File: src/rtl/clk_startup_pkg.sv
package clk_startup_pkg;
    localparam int DATA_W = 16;
    localparam int ADDR_W = 8;
    localparam int DIV_W  = 7;
    localparam int DLY_W  = 5;
    localparam int CNT_W  = 1 << DLY_W;

    localparam logic [ADDR_W-1:0] A_CTRL   = 8'h01;
    localparam logic [ADDR_W-1:0] A_PLL0   = 8'h02;
    localparam logic [ADDR_W-1:0] A_PLL1   = 8'h03;
    localparam logic [ADDR_W-1:0] A_STATUS = 8'h04;
    localparam logic [ADDR_W-1:0] A_GENRST = 8'h05;

    typedef struct packed {
        logic [1:0]       rsvd;
        logic             done_en;
        logic [DLY_W-1:0] dly_exp;
        logic [DIV_W-1:0] div;
        logic             amp_en;
    } ctrl_t;

    function automatic logic is_local(input logic [ADDR_W-1:0] a);
        return (a >= A_CTRL) && (a <= A_GENRST);
    endfunction

    function automatic logic [DIV_W-1:0] eff_div(input logic [DIV_W-1:0] d);
        return (d == '0) ? DIV_W'(1) : d;
    endfunction
endpackage

File: src/rtl/clk_reg_bank.sv
module clk_reg_bank
    import clk_startup_pkg::*;
(
    input  logic              clk,
    input  logic              rst,
    input  logic              bus_valid_i,
    input  logic              bus_we_i,
    input  logic [ADDR_W-1:0] bus_addr_i,
    input  logic [DATA_W-1:0] bus_wdata_i,
    input  logic              running_i,
    input  logic              done_i,
    output logic              clear_o,
    output ctrl_t             ctrl_o,
    output logic              pll_sel_o,
    output logic              locked_o,
    output logic [DATA_W-1:0] rdata_o,
    output logic              pass_o
);
    ctrl_t             ctrl_q;
    logic [DATA_W-1:0] pll0_q, pll1_q;
    logic              locked_q;
    logic              wr, rd;

    assign wr      = bus_valid_i && bus_we_i;
    assign rd      = bus_valid_i && !bus_we_i;
    assign clear_o = rst || (wr && bus_addr_i == A_GENRST);

    always_ff @(posedge clk) begin
        if (clear_o) begin
            ctrl_q   <= '0;
            pll0_q   <= '0;
            pll1_q   <= '0;
            locked_q <= 1'b0;
        end else if (wr && !locked_q) begin
            case (bus_addr_i)
                A_CTRL: begin
                    ctrl_q      <= ctrl_t'(bus_wdata_i);
                    ctrl_q.rsvd <= 2'b00;
                    locked_q    <= 1'b1;
                end
                A_PLL0:  pll0_q <= bus_wdata_i;
                A_PLL1:  pll1_q <= bus_wdata_i;
                default: ;
            endcase
        end
    end

    always_comb begin
        rdata_o = '0;
        if (rd) begin
            case (bus_addr_i)
                A_CTRL:   rdata_o = DATA_W'(ctrl_q);
                A_PLL0:   rdata_o = pll0_q;
                A_PLL1:   rdata_o = pll1_q;
                A_STATUS: rdata_o = {{(DATA_W-3){1'b0}}, locked_q, running_i, done_i};
                default:  rdata_o = '0;
            endcase
        end
    end

    assign pass_o    = bus_valid_i && running_i && !is_local(bus_addr_i);
    assign ctrl_o    = ctrl_q;
    assign pll_sel_o = pll0_q[0];
    assign locked_o  = locked_q;

    assert_ctrl_frozen_R9: assert property (@(posedge clk) disable iff (rst)
        (locked_q && $past(locked_q)) |-> ($stable(ctrl_q) && $stable(pll0_q) && $stable(pll1_q)));
    assert_run_needs_lock_R7: assert property (@(posedge clk) disable iff (rst)
        $rose(running_i) |-> locked_q);
    assert_rsvd_zero_R4: assert property (@(posedge clk) disable iff (rst)
        ctrl_q.rsvd == 2'b00);
endmodule

File: src/rtl/clk_src_divider.sv
module clk_src_divider
    import clk_startup_pkg::*;
(
    input  logic             clk,
    input  logic             rst,
    input  logic             clear_i,
    input  logic             en_i,
    input  logic             pll_sel_i,
    input  logic             ref_tick_i,
    input  logic             pll_tick_i,
    input  logic [DIV_W-1:0] div_i,
    output logic             pulse_o
);
    logic [DIV_W-1:0] cnt_q;
    logic             pulse_q;
    logic             tick;
    logic [DIV_W-1:0] last;

    assign tick = pll_sel_i ? pll_tick_i : ref_tick_i;
    assign last = eff_div(div_i) - DIV_W'(1);

    always_ff @(posedge clk) begin
        if (clear_i || !en_i) begin
            cnt_q   <= '0;
            pulse_q <= 1'b0;
        end else if (tick) begin
            if (cnt_q >= last) begin
                cnt_q   <= '0;
                pulse_q <= 1'b1;
            end else begin
                cnt_q   <= cnt_q + DIV_W'(1);
                pulse_q <= 1'b0;
            end
        end else begin
            pulse_q <= 1'b0;
        end
    end

    assign pulse_o = pulse_q;

    assert_pulse_needs_tick_R6: assert property (@(posedge clk) disable iff (rst)
        pulse_q |-> $past(en_i && (pll_sel_i ? pll_tick_i : ref_tick_i)));
    assert_cnt_in_range_R6: assert property (@(posedge clk) disable iff (rst)
        $past(en_i && !clear_i) |-> (cnt_q <= $past(last)) || $past(div_i) != div_i);
endmodule

File: src/rtl/clk_startup_timer.sv
module clk_startup_timer
    import clk_startup_pkg::*;
(
    input  logic             clk,
    input  logic             rst,
    input  logic             clear_i,
    input  logic             en_i,
    input  logic             pulse_i,
    input  logic [DLY_W-1:0] dly_exp_i,
    output logic             running_o
);
    logic [CNT_W-1:0] cnt_q;
    logic             running_q;
    logic [CNT_W-1:0] limit;

    assign limit = (CNT_W'(1) << dly_exp_i) - CNT_W'(1);

    always_ff @(posedge clk) begin
        if (clear_i || !en_i) begin
            cnt_q     <= '0;
            running_q <= 1'b0;
        end else if (pulse_i && !running_q) begin
            if (cnt_q == limit) running_q <= 1'b1;
            else                cnt_q     <= cnt_q + CNT_W'(1);
        end
    end

    assign running_o = running_q;

    assert_run_after_pulse_R7: assert property (@(posedge clk) disable iff (rst)
        $rose(running_q) |-> $past(pulse_i));
    assert_run_sticky_R7: assert property (@(posedge clk) disable iff (rst)
        ($past(running_q) && $past(en_i) && !$past(clear_i)) |-> running_q);
endmodule

File: src/rtl/clk_startup_ctrl.sv
module clk_startup_ctrl
    import clk_startup_pkg::*;
(
    input  logic        clk,
    input  logic        rst,
    input  logic        bus_valid_i,
    input  logic        bus_we_i,
    input  logic [7:0]  bus_addr_i,
    input  logic [15:0] bus_wdata_i,
    output logic [15:0] bus_rdata_o,
    output logic        bus_pass_o,
    input  logic        ref_tick_i,
    input  logic        pll_tick_i,
    output logic        sys_clk_en_o,
    output logic        amp_en_o,
    output logic        done_o
);
    ctrl_t ctrl;
    logic  clear, pll_sel, locked, running, pulse, done;

    assign done = running && ctrl.done_en;

    clk_reg_bank u_regs (
        .clk(clk), .rst(rst),
        .bus_valid_i(bus_valid_i), .bus_we_i(bus_we_i),
        .bus_addr_i(bus_addr_i), .bus_wdata_i(bus_wdata_i),
        .running_i(running), .done_i(done),
        .clear_o(clear), .ctrl_o(ctrl), .pll_sel_o(pll_sel),
        .locked_o(locked), .rdata_o(bus_rdata_o), .pass_o(bus_pass_o)
    );

    clk_src_divider u_div (
        .clk(clk), .rst(rst), .clear_i(clear), .en_i(locked),
        .pll_sel_i(pll_sel), .ref_tick_i(ref_tick_i), .pll_tick_i(pll_tick_i),
        .div_i(ctrl.div), .pulse_o(pulse)
    );

    clk_startup_timer u_tmr (
        .clk(clk), .rst(rst), .clear_i(clear), .en_i(locked),
        .pulse_i(pulse), .dly_exp_i(ctrl.dly_exp), .running_o(running)
    );

    assign sys_clk_en_o = pulse && running;
    assign amp_en_o     = ctrl.amp_en;
    assign done_o       = done;

    assert_clk_needs_lock_R7: assert property (@(posedge clk) disable iff (rst)
        sys_clk_en_o |-> locked);
    assert_pass_needs_clock_R2: assert property (@(posedge clk) disable iff (rst)
        bus_pass_o |-> $past(pulse) || running);
endmodule

File: config.mk
export PLATFORM = sky130hd
export DESIGN_NAME = clk_startup_ctrl
export DESIGN_NICKNAME = d
export VERILOG_FILES = /design/src/rtl/clk_startup_pkg.sv /design/src/rtl/clk_reg_bank.sv /design/src/rtl/clk_src_divider.sv /design/src/rtl/clk_startup_timer.sv /design/src/rtl/clk_startup_ctrl.sv
export SDC_FILE = /design/constraint.sdc
export NUM_CORES = 1
export LEC_CHECK = 0
export ABC_AREA = 1
export BUFFER_PORTS_ARGS = -buffer_cell sky130_fd_sc_hd__buf_4
export CAP_MARGIN = 15
export CORE_MARGIN = 2
export CORE_UTILIZATION = 55
export CTS_BUF_LIST = sky130_fd_sc_hd__clkbuf_2
export CTS_CLUSTER_DIAMETER = 100
export DETAILED_ROUTE_END_ITERATION = 8
export PLACE_DENSITY = 0.72
export SLEW_MARGIN = 20
export SYNTH_ARGS = -nofsm -noshare
export SYNTH_HDL_FRONTEND = slang
export SYNTH_SLANG_ARGS = --single-unit
File: constraint.sdc
create_clock -name clk -period 3.8 [get_ports clk]
set_input_delay 0.95 -clock clk [delete_from_list [all_inputs] [get_ports clk]]
set_output_delay 0.95 -clock clk [all_outputs]
set_load 0.05 [all_outputs]
# --- Word level (Yosys, flattened, before mapping) ---
# Cells that the tools add are included.
totals:
  ff_bits: 88
  latchBits: 0
  mem_bits_rw: 0
  rom_bits: 0
  input_bits: 30
  output_inout_bits: 20
  word_cells: 56
  memories: 0
op_classes:
  add_sub_neg: 4
  multipliers: 0
  div: 0
  magnitude_cmp: 3
  eq_ne: 6
  shifts: 1
  mux: 6
  bitwise: 2
  reduce_logical: 23
ops:
  columns: ["cell", "n"]
  rows:
  - ["16-bit one-hot mux with 4 select lines", 1]
  - ["32-bit by 1-bit adder with 32-bit output, second input constant", 1]
  - ["32-bit == test", 1]
  - ["1-bit by 5-bit << shifter with 32-bit output, first input constant", 1]
  - ["32-bit by 2-bit subtractor with 32-bit output, second input constant", 1]
  - ["8-bit by 2-bit == test with 1-bit output, second input constant", 2]
  - ["8-bit by 3-bit == test with 1-bit output, second input constant", 2]
  - ["16-bit two-way mux", 1]
  - ["7-bit two-way mux", 2]
  - ["1-bit logical AND", 10]
  - ["2-bit AND reduction", 5]
  - ["8-bit by 1-bit == test with 1-bit output, second input constant", 1]
  - ["8-bit by 1-bit >= comparator with 1-bit output, second input constant", 1]
  - ["8-bit by 3-bit <= comparator with 1-bit output, second input constant", 1]
  - ["7-bit by 1-bit adder with 7-bit output, second input constant", 1]
  - ["7-bit >= comparator", 1]
  - ["7-bit logical NOT", 1]
  - ["7-bit by 1-bit subtractor with 7-bit output, second input constant", 1]
  - ["1-bit logical NOT", 4]
  - ["1-bit logical OR", 2]
  - ["1-bit two-way mux", 2]
  - ["1-bit NOT", 2]
  - ["2-bit OR reduction", 1]

# --- Longest topological paths before layout ---
logic_depth:
  depth_word: 5
  depth_mapped: 22
  mapped_depth_nobuf: 20

# --- Hierarchy ---
# A second synthesis with hierarchy kept.
hier_totals:
  cells_unflattened: 1091
  hier_area_um2: 6655.1
by_module_without_submodules:
  columns: ["module", "n_inst", "cells_each", "area_each_um2", "seq_area_each_um2"]
  rows:
  - ["clk_startup_timer", 1, 625, 3567.2, 660.6]
  - ["clk_reg_bank", 1, 366, 2381.0, 940.9]
  - ["clk_src_divider", 1, 96, 691.9, 160.2]
  - ["clk_startup_ctrl", 1, 4, 15.0, 0.0]

# --- Worst setup path after synthesis ---
# Ideal clock, no wire load.
synth_timing:
  path_kind: "input to output"
  from: "input bus_addr_i[4]"
  to: "output bus_rdata_o[14]"
  arrival_ns: 3.370
  required_time_ns: 2.850
  slack_ns: -0.520
  stages: 10
  path_buffers: 1
  cell_sequence: "nor4_1 -> inv_1 -> nor2_1 -> inv_1 -> nor2_1 -> inv_1 -> nand4_1 -> nand3b_1 -> clkbuf_1 -> a21oi_1"
synth_via:
  elab_chain_len: 3
  word_cells_on_any_way: 6
synth_lines:
  columns: ["element", "line", "source"]
  rows:
  - ["start: declaration", "clk_startup_ctrl.sv:8", "input logic [7:0] bus_addr_i,"]
  - ["8-bit by 3-bit == test with 1-bit output, or another cell as far along", "clk_reg_bank.sv:51", "case (bus_addr_i)"]
  - ["16-bit one-hot mux with 4 select lines (*)", "clk_reg_bank.sv:51", null]
  - ["16-bit two-way mux (*)", "clk_reg_bank.sv:50", "if (rd) begin"]
  - ["end: declaration", "clk_startup_ctrl.sv:10", "output logic [15:0] bus_rdata_o,"]
# Every way passes the cells marked *; elsewhere a longest branch is shown, timed or not.

# --- Final worst setup path ---
layout_timing:
  from: "input bus_addr_i[4]"
  to: "output bus_rdata_o[5]"
# The elaborated chain is that of the path after synthesis.

==> qor.csv <==
metric;value;unit
status;finished clean;
Hold Buf Count CTS;0;
Worst Slack Setup Final;168;ps
FFs w/ async S/R, synth;0;
Fin. Hold Viols;0;
Post-Route Setup TNS;0;ps
global-route wire length before repair;28.5;mm
initial drt markers;728;
top_reg_cell synth;dfxtp_1;
CP bufs+invs;5;
DRC viols;0;
CP Depth;12;
Post-Syn Area;6250;um^2
Final Wtd Congestion;0.964;
Highest Signal Layer;met4;
metal3 WL;1.29;mm
Num CTS Buffers;9;
Final min period;3630;ps
critical path peak fanout;16;
Chip Width;111;um
Core Rows;38;
via count;6340;
Mapped Cells;964;
critical path's most frequent cell;inv_1;
CP Launch Type;input port;
core area;11000;um^2
R2R depth;19;
WL met2;7.02;mm
r2r setup slk;450;ps
Hold Crit Depth;2;
net count after synthesis;1005;
Max Cap Violations;0;
Skew-Pair Late Insertion Delay;640;ps
Pleak;2.83;nW
crit path max-delay cell type;nor4_4;
wire per inst;14.8;um
commonest non-fill, non-tap cell in the layout;nand2_1;
1st-pass router iterations;6;
crit share post-route;0.956;
largest net degree at the start of global routing;47;
RSZ-0062 raised after global routing;no;
All-Layer GR Usage;0.281;
clk slew on worst S/H paths;240;ps
# setup viols final;0;
Slew HR;0.487;
worst slew pin tran;768;ps
Layout area overhead;11.8;%
WL met1;8.47;mm
pwr/cell area;211;nW/um^2
EDFF count, synth;0;
antenna-violating nets left;0;
sequential share of the synthesized area;0.282;
die height;111;um
crit-path leading delay family;simple AND/OR/NAND/NOR gates;
routed wire length;16.9;mm
commonest cells after routing, fill and taps aside;nand2_1 (207), inv_1 (97), nand3_1 (89);
Setup crit end kind;primary output;
number of nets in the layout;1038;
arrival time at the worst endpoint;2680;ps
die area;12200;um^2
vias in the first global route;5690;
Critical Path, Cell by Cell;buf_4 -> nor4_4 -> inv_1 -> nor2_1 -> inv_1 -> nor2_2 -> nand2_1 -> nand4_1 -> nand3b_1 -> buf_12 -> a31oi_2 -> buf_6;
dpl hpwl;12.8;mm
CTS Buffer Depth;2;
port bufs;49;
Via density;5.55;
clock root buffer;clkbuf_2;
Slew Viols, Final;0;
CTS tree;done;
grt total ovfl;0;
I/O pin count;50;
Final Skew;41.0;ps
initial core utilization;0.569;
pre-CTS setup slack;96.7;ps
Critical Path RT;2850;ps
diodes inserted;0;
layout cells sized above 1;0.152;
CTS sink cnt;88;
fmax;275;MHz
Distinct cells, synth;37;
Avg Inst Size Synth;6.48;um^2
Setup Crit Path Kind;in -> out;
Slowest Stage Delay on Critical Path;280;ps
VDD IR-drop max;236;uV
Seq cells post-synth;88;
initial antenna violation count;0;
Ys Warns;0;
Worst Hold Class;reg -> reg;
H-tree depth;3;
-- cell families (layout without fill, tap and decap cells) --
family	after synthesis	after routing	synth area share
xor gates and xnor gates	60	60	0.0841
and+or+nand+nor	491	491	0.366
AOI/OAI and AO/OA	162	162	0.142
adders and majority gates	11	11	0.0220
buffers and inverters	152	190	0.104
DFF	88	88	0.282
-- synthesized netlist by cell type (7+ instances only) --
| cell | instances | area share |
|---|---|---|
| ha_1 | 11 | 0.022 |
| nor2_1 | 95 | 0.057 |
| dfxtp_1 | 88 | 0.28 |
| nor4_1 | 13 | 0.013 |
| buf_6 | 7 | 0.013 |
| a221oi_1 | 8 | 0.011 |
| nand3_1 | 89 | 0.071 |
| nand2_1 | 207 | 0.12 |
| nand4_1 | 24 | 0.024 |
| nor2_2 | 8 | 0.0080 |
| buf_2 | 7 | 0.0056 |
| xor2_1 | 53 | 0.074 |
| clkbuf_1 | 25 | 0.015 |
| nor3_1 | 23 | 0.018 |
| nand4_2 | 8 | 0.016 |
| xnor2_1 | 7 | 0.0098 |
| inv_2 | 10 | 0.0060 |
| a21oi_1 | 80 | 0.064 |
| o21ai_0 | 53 | 0.042 |
| inv_1 | 97 | 0.058 |
-- final timing paths --
kind / startpoint / end
worst max-delay path: bus_addr_i[4] / bus_rdata_o[5]
worst min-delay path: u_tmr.cnt_q[19]$_SDFFE_PP0P_ / u_tmr.cnt_q[19]$_SDFFE_PP0P_
worst max register to register: u_regs.ctrl_o[8]$_SDFFE_PP0P_ / u_tmr.cnt_q[20]$_SDFFE_PP0P_
worst min register to register: u_tmr.cnt_q[19]$_SDFFE_PP0P_ / u_tmr.cnt_q[19]$_SDFFE_PP0P_
-- where the power goes --
group | switching, mW | total, mW | internal, mW | leakage (nW)
logic | 0.0550 | 0.0902 | 0.0352 | 2.07
clock network | 0.368 | 0.459 | 0.0910 | 0.0565
registers | 0.000501 | 0.927 | 0.927 | 0.708
total | 0.423 | 1.48 | 1.05 | 2.83
-- final cells by class --
cell class / instances / area [um^2]
clock inverter: 7 / 53.8
tap: 140 / 175
sequential: 88 / 1760
clock buffer: 9 / 45.0
multi-input combinational: 724 / 4010
inverter: 108 / 405
timing repair buffer: 66 / 543
fill: 1032 / 3990
-- state kept, by name (all words and copies together) (netlist names) --
signal,flops
u_regs.pll1_q,16
u_tmr.running_o,1
u_regs.ctrl_o,14
u_div.pulse_o,1
u_tmr.cnt_q,32
u_regs.locked_o,1
u_regs.pll0_q,16
u_div.cnt_q,7
-- tightest hold or removal path, cell delays in order (launching register included) --
cell and delay, ps:
dfxtp_1 380, nand2_1 60, a21oi_1 50
-- metal layers --
metal  GRT usage  vias up
met1       0.425     2849
met5           0        -
met3      0.0796       15
met4      0.0600        0
li1            -     3261
met2       0.395      215
-- through the flow --
stage               area, um^2  cells  hold WS (ps)  total power [mW]   util
detailed placement        6860   1126           469              1.03  0.624
finish                    6990   1142           497              1.48  0.636
floorplan                 6410    964           452             0.992      -
CTS                       6960   1142           495              1.48  0.633
global placement          6860   1126           468              1.03  0.624
global route              6990   1142           481              1.54  0.636
-- what timing repair did --
action,4_1_cts,5_1_grt
setup buffers,0,0
gates resized for setup,0,8
endpoints found under the setup margin,0,12
endpoints found under the hold margin,0,0
Power figures use the tool's default switching activity.
